**src/rtl/word_byte_unpacker.sv**
```systemverilog
module word_byte_unpacker #(
  parameter int TAG_W = 4
) (
  input  logic             clk,
  input  logic             rst_n,
  input  logic             in_valid,
  output logic             in_ready,
  input  logic [31:0]      in_word,
  input  logic [TAG_W-1:0] in_tag,
  output logic             out_valid,
  input  logic             out_ready,
  output logic [7:0]       out_byte,
  output logic [TAG_W-1:0] out_tag,
  output logic             out_last
);

  logic             full_q;
  logic [31:0]      word_q;
  logic [TAG_W-1:0] tag_q;
  logic [1:0]       idx_q;
  logic [1:0]       top_q;
  logic [1:0]       top_d;

  always_comb begin
    if (in_word[31:8] == 24'h808080)
      top_d = 2'd0;
    else if (in_word[31:16] == 16'h8181)
      top_d = 2'd1;
    else if (in_word[31:24] == 8'h82)
      top_d = 2'd2;
    else
      top_d = 2'd3;
  end

  assign in_ready  = !full_q;
  assign out_valid = full_q;
  assign out_tag   = tag_q;
  assign out_last  = (idx_q == top_q);
  assign out_byte  = word_q[{idx_q, 3'b000} +: 8];

  always_ff @(posedge clk) begin
    if (!rst_n) begin
      full_q <= 1'b0;
      word_q <= '0;
      tag_q  <= '0;
      idx_q  <= '0;
      top_q  <= '0;
    end else if (!full_q) begin
      if (in_valid) begin
        full_q <= 1'b1;
        word_q <= in_word;
        tag_q  <= in_tag;
        idx_q  <= '0;
        top_q  <= top_d;
      end
    end else if (out_ready) begin
      if (out_last)
        full_q <= 1'b0;
      else
        idx_q <= idx_q + 2'd1;
    end
  end

endmodule


```
**config.mk**
```make
export PLATFORM = sky130hd
export DESIGN_NAME = word_byte_unpacker
export DESIGN_NICKNAME = d
export VERILOG_FILES = /design/src/rtl/word_byte_unpacker.sv
export SDC_FILE = /design/constraint.sdc
export NUM_CORES = 1
export LEC_CHECK = 0
export ABC_AREA = 1
export BUFFER_PORTS_ARGS = -buffer_cell sky130_fd_sc_hd__buf_4
export CAP_MARGIN = 5
export CORE_ASPECT_RATIO = 1.1
export CORE_MARGIN = 5
export CORE_UTILIZATION = 46
export CTS_CLUSTER_DIAMETER = 60
export DETAILED_ROUTE_END_ITERATION = 16
export GPL_TIMING_DRIVEN = 0
export MAX_ROUTING_LAYER = met4
export PLACE_DENSITY = 0.75
export SLEW_MARGIN = 40
export SYNTH_ARGS = -nofsm -noshare
export SYNTH_HDL_FRONTEND = slang
export SYNTH_SLANG_ARGS = --single-unit
```
**constraint.sdc**
```tcl
create_clock -name clk -period 1.1 [get_ports clk]
set_clock_uncertainty 0.15 [all_clocks]
set_input_delay 0.055 -clock clk [delete_from_list [all_inputs] [get_ports clk]]
set_output_delay 0.055 -clock clk [all_outputs]
set_load 0.01 [all_outputs]
```
==> flow_summary.json, run 1 <==
{
  "outcome": "did not finish",
  "stop_stage": "global routing",
  "error": "[ERROR DPL-0033] detailed placement checks failed during check placement.",
  "seq_area_frac_synth_pct": 44.3,
  "grt_max_degree": 12,
  "syn_inst": 261,
  "start_util_pct": 47.1,
  "hpwlAfterDp_um": 3810,
  "synth_area_mm2": 0.00185,
  "cts-htree-levels": 2,
  "synth.largest_area_cell": "dfxtp_1",
  "ys_types": 23,
  "placedInstanceArea_mm2": 0.00240,
  "ios": 55,
  "rows": 24,
  "endpoint_type": "output port",
  "netlist.area_leader.share_pct": 44.3,
  "syn_nets": 301,
  "cts_sinks": 41,
  "antenna_found_initial": 0,
  "cts_max_path_buffers": 2,
  "cts_made_buffers": 5,
  "die_h_um": 76.6,
  "ys_seq_elements": 41,
  "ys_warn_count": 0,
  "synth.avg_cell_area_um2": 7.10,
  "io_buffers": 53,
  "die_x_um": 70.5,
  "root_buffer": "clkbuf_8",
  "synth_area_leaders": "dfxtp_1 (44%), nor2_1 (18%), o21ai_0 (13%), a21oi_1 (2.7%), o22ai_1 (2.7%)",
  "gp_congestion": 0.804,
  "worstEndpointGrtRepair": "out_byte[5]"
}
## per-stage QoR
stage	hold slack, ns	setup slack, ns	instances	util, %
floorplan	0.0320	-0.0288	261	-
global placement	0.140	-0.197	366	61.1
detailed placement	0.146	-0.212	366	61.1
CTS	-0.0274	-0.456	431	92.5
## cell families after synthesis
kind of cell    after synthesis  synth area share, %
xor+xnor                      3                 1.42
compound gates               73                 20.6
buf+inv                      30                 9.45
flops                        41                 44.3
simple gates                114                 24.3
## synthesized netlist by cell type
cell,count
nand3_1,7
a21oi_1,10
a22oi_1,1
o21ai_1,6
buf_4,3
dfxtp_1,41
buf_8,1
inv_6,1
buf_2,4
clkbuf_1,2
o221ai_1,1
buf_6,3
inv_1,11
nand2_1,12
inv_2,3
clkbuf_4,2
nand2_4,1
nand2_2,2
o21ai_0,47
xnor2_1,3
nor2_1,91
nor3_1,1
o22ai_1,8
## what timing repair did
item / in CTS
cloned: 10
endpoints found under the hold margin: 40
buffers inserted: 9
resized for setup: 153
pin swaps: 33
setup endpoints to repair: 49
hold buffers: 39
==> run 2, diff against run 1 <==
--- a/config.mk
+++ b/config.mk
@@ -8,14 +8,11 @@
 export ABC_AREA = 1
 export BUFFER_PORTS_ARGS = -buffer_cell sky130_fd_sc_hd__buf_4
 export CAP_MARGIN = 5
-export CORE_ASPECT_RATIO = 1.1
 export CORE_MARGIN = 5
-export CORE_UTILIZATION = 46
-export CTS_CLUSTER_DIAMETER = 60
+export CORE_UTILIZATION = 40
 export DETAILED_ROUTE_END_ITERATION = 16
 export GPL_TIMING_DRIVEN = 0
-export MAX_ROUTING_LAYER = met4
-export PLACE_DENSITY = 0.75
+export PLACE_DENSITY_LB_ADDON = 0.15
 export SLEW_MARGIN = 40
 export SYNTH_ARGS = -nofsm -noshare
 export SYNTH_HDL_FRONTEND = slang
==> constraint.sdc (replaced) <==
create_clock -name clk -period 1.4 [get_ports clk]
set_clock_uncertainty 0.15 [all_clocks]
set_input_delay 0.07 -clock clk [delete_from_list [all_inputs] [get_ports clk]]
set_output_delay 0.07 -clock clk [all_outputs]
set_load 0.01 [all_outputs]
==> flow_summary.json, run 2 <==
{
  "grt-ovfl-total": 0,
  "cts_made_buffers": 5,
  "rrSetupSlack_ns": -0.02,
  "insertion_delay_ns": 0.30,
  "period_share_pct": 114,
  "met1_usage_pct": 24.7,
  "crit_path_end_kind": "output port",
  "io_buffers": 53,
  "die_h_um": 78.1,
  "r2r-start": "idx_q[0]",
  "gp_congestion": 0.805,
  "hold_start": "rst_n",
  "violations": "negative setup slack",
  "cp_slowest_cell": "dfxtp_4",
  "largest_register": "word_q",
  "drv_slew": 0,
  "synth_area_mm2": 0.00185,
  "pre_cts_slack_ns": -0.0423,
  "synth_edf_count": 0,
  "leakage_nw": 1.34,
  "finalHoldViolations": 0,
  "crit_buf_inv": 4,
  "ys_seq_elements": 41,
  "ant_nets": 0,
  "grt_util_met3_pct": 3.32,
  "period_minus_slack_ns": 1.59,
  "max_stage_delay_ns": 0.37,
  "cp-start-kind": "register",
  "yosysMostFrequentCell": "nor2_1",
  "ys_types": 23,
  "layout_common_cells": "nor2_1 (84), buf_4 (60), dlygate4sd3_1 (39), dfxtp_1 (39), o21ai_0 (37)",
  "worst-setup-path-type": "register to output port",
  "peakVddDrop_v": 0.000584,
  "cts_tree": "yes",
  "cts_sinks": 41,
  "relSlewSlack_pct": 71.6,
  "setup_viol": 10,
  "synth.largest_area_cell": "dfxtp_1",
  "initialDrtViolationCount": 182,
  "synth_area_leaders": "dfxtp_1 (44%), nor2_1 (18%), o21ai_0 (13%), a21oi_1 (2.7%), o22ai_1 (2.7%)",
  "reg2regPathDepth": 8,
  "final_util_pct": 68.1,
  "synth.avg_cell_area_um2": 7.10,
  "rows": 24,
  "num_vias": 2071,
  "regArea_um2": 826,
  "ios": 55,
  "track_usage_pct": 19.6,
  "rsz0062_at_grt": "true",
  "cp_cell_sequence": "buf_12 -> clkinv_8 -> buf_6 -> o21ai_2 -> o22ai_2 -> buf_4",
  "placedInstanceArea_mm2": 0.00232,
  "busiest_layer": "met2",
  "grt_pass1_wl_um": 9520,
  "path_max_fanout": 7,
  "antenna_found_initial": 0,
  "setup_slack_ns": -0.192,
  "hpwlAfterDp_um": 3910,
  "outcome": "finished with violations",
  "dr.pass1.iters": 4,
  "drive_above_1_share_pct": 28.9,
  "start_util_pct": 42.0,
  "max_freq_mhz": 628,
  "multi_input_area_um2": 911,
  "drc": 0,
  "hold_depth": 3,
  "cts_max_path_buffers": 2,
  "cap_violations": 0,
  "min_to": "out_valid",
  "yosys-top-cells-count": "nor2_1 (91), o21ai_0 (47), dfxtp_1 (41), nand2_1 (12), inv_1 (11)",
  "grt_max_degree": 13,
  "syn_inst": 261,
  "worstMarginPinSlew_ns": 0.426,
  "cts-htree-levels": 2,
  "viasPerCell": 4.91,
  "fin_area_mm2": 0.00300,
  "netlist.area_leader.share_pct": 44.3,
  "r2r-end": "idx_q[0]",
  "n_fill_cell": 398,
  "async_reset_ff_share_pct": 0,
  "hold_class": "input pin to register",
  "largest_reg_flops": 32,
  "cp_top_family": "buffers and inverters",
  "arrival_ns": 1.37,
  "layout_commonest_cell": "nor2_1",
  "grt_pass1_vias": 2074,
  "grt_use_met2_pct": 33.6,
  "layout.nets": 409,
  "required_ns": 1.18,
  "power_per_cell_area_mw_per_mm2": 1010,
  "n_antenna_cell": 0,
  "fp.coreArea_mm2": 0.00441,
  "root_buffer": "clkbuf_8",
  "wl_per_cell_um": 14.0,
  "fin_tns_setup_ns": -1.39,
  "path_clk_slew_ns": 0.08,
  "area_growth_pct": 62.0,
  "ys_warn_count": 0,
  "seq_area_frac_synth_pct": 44.3,
  "routed_wl_um": 5910,
  "syn_nets": 301,
  "synthFlopType": "dfxtp_1",
  "die_x_um": 78.1,
  "die_area_mm2": 0.00610
}
-- run 2: cell counts after synthesis --
Identical to the previous run, type by type.
-- run 2: worst register-to-register path: stages, from the launching register on --
cell     delay [ns]
dfxtp_4        0.36
buf_4          0.13
buf_6          0.11
xnor2_2        0.15
nand2_2        0.10
nand2_2        0.09
nand2_2        0.06
o21ai_1        0.11
nor2_1         0.05
-- run 2: logic make-up after synthesis --
family	Yosys count	share of synthesized area [%]
AO/OA/AOI/OAI	73	20.6
flip-flops	41	44.3
buffers and inverters	30	9.45
AND/OR/NAND/NOR	114	24.3
XOR/XNOR	3	1.42
-- run 2: layer usage --
layer	part of all wire, %	vias up
met5	0	-
met4	1.4	0
met3	6.0	7
met2	49	64
met1	44	926
li1	-	1074
-- run 2: worst max-delay path by stage --
stage | start | end | depth (start not counted)
6_report | idx_q[0] | out_byte[7] | 6
3_5_place_dp | idx_q[0] | out_byte[7] | 5
5_1_grt | idx_q[0] | out_byte[6] | 6
3_3_place_gp | idx_q[0] | out_byte[7] | 5
2_1_floorplan | out_valid | word_q[13] | 6
4_1_cts | idx_q[0] | out_byte[7] | 6
-- run 2: through the flow --
| step | hold WS (ns) | total power, mW | instances |
|---|---|---|---|
| after floorplan | 0.0470 | 1.69 | 261 |
| after global placement | 0.162 | 1.97 | 366 |
| after detailed placement | 0.171 | 1.98 | 366 |
| after CTS | 0.0631 | 3.01 | 422 |
| after global routing | 0.0747 | 3.18 | 422 |
| final | 0.0519 | 3.03 | 422 |
-- run 2: layout make-up --
type	count	area share, %
Tap cell	52	2.17
Clock inverter	1	0.167
Clock buffer	7	3.21
Multi-Input combinational cell	190	30.3
Inverter	15	2.54
Buffer	15	4.62
Timing Repair Buffer	100	29.3
Sequential cell	41	27.5
Timing Repair inverter	1	0.208
-- run 2: what timing repair did --
action | 4_1_cts | 5_1_grt
cloned | 4 | 0
endpoints found under the setup margin | 8 | 12
gates resized for setup | 30 | 16
pin swaps | 8 | 6
hold endpoints to repair | 40 | 0
hold buffers | 39 | 0
setup buffers | 5 | 1
-- run 2: power by group --
group          switching (mW)  total [mW]  internal [mW]
combinational           0.400       0.844          0.444
sequential             0.0574        1.32           1.27
clock                   0.416       0.861          0.446
total                   0.873        3.03           2.16
(Power assumes the default switching activity.)
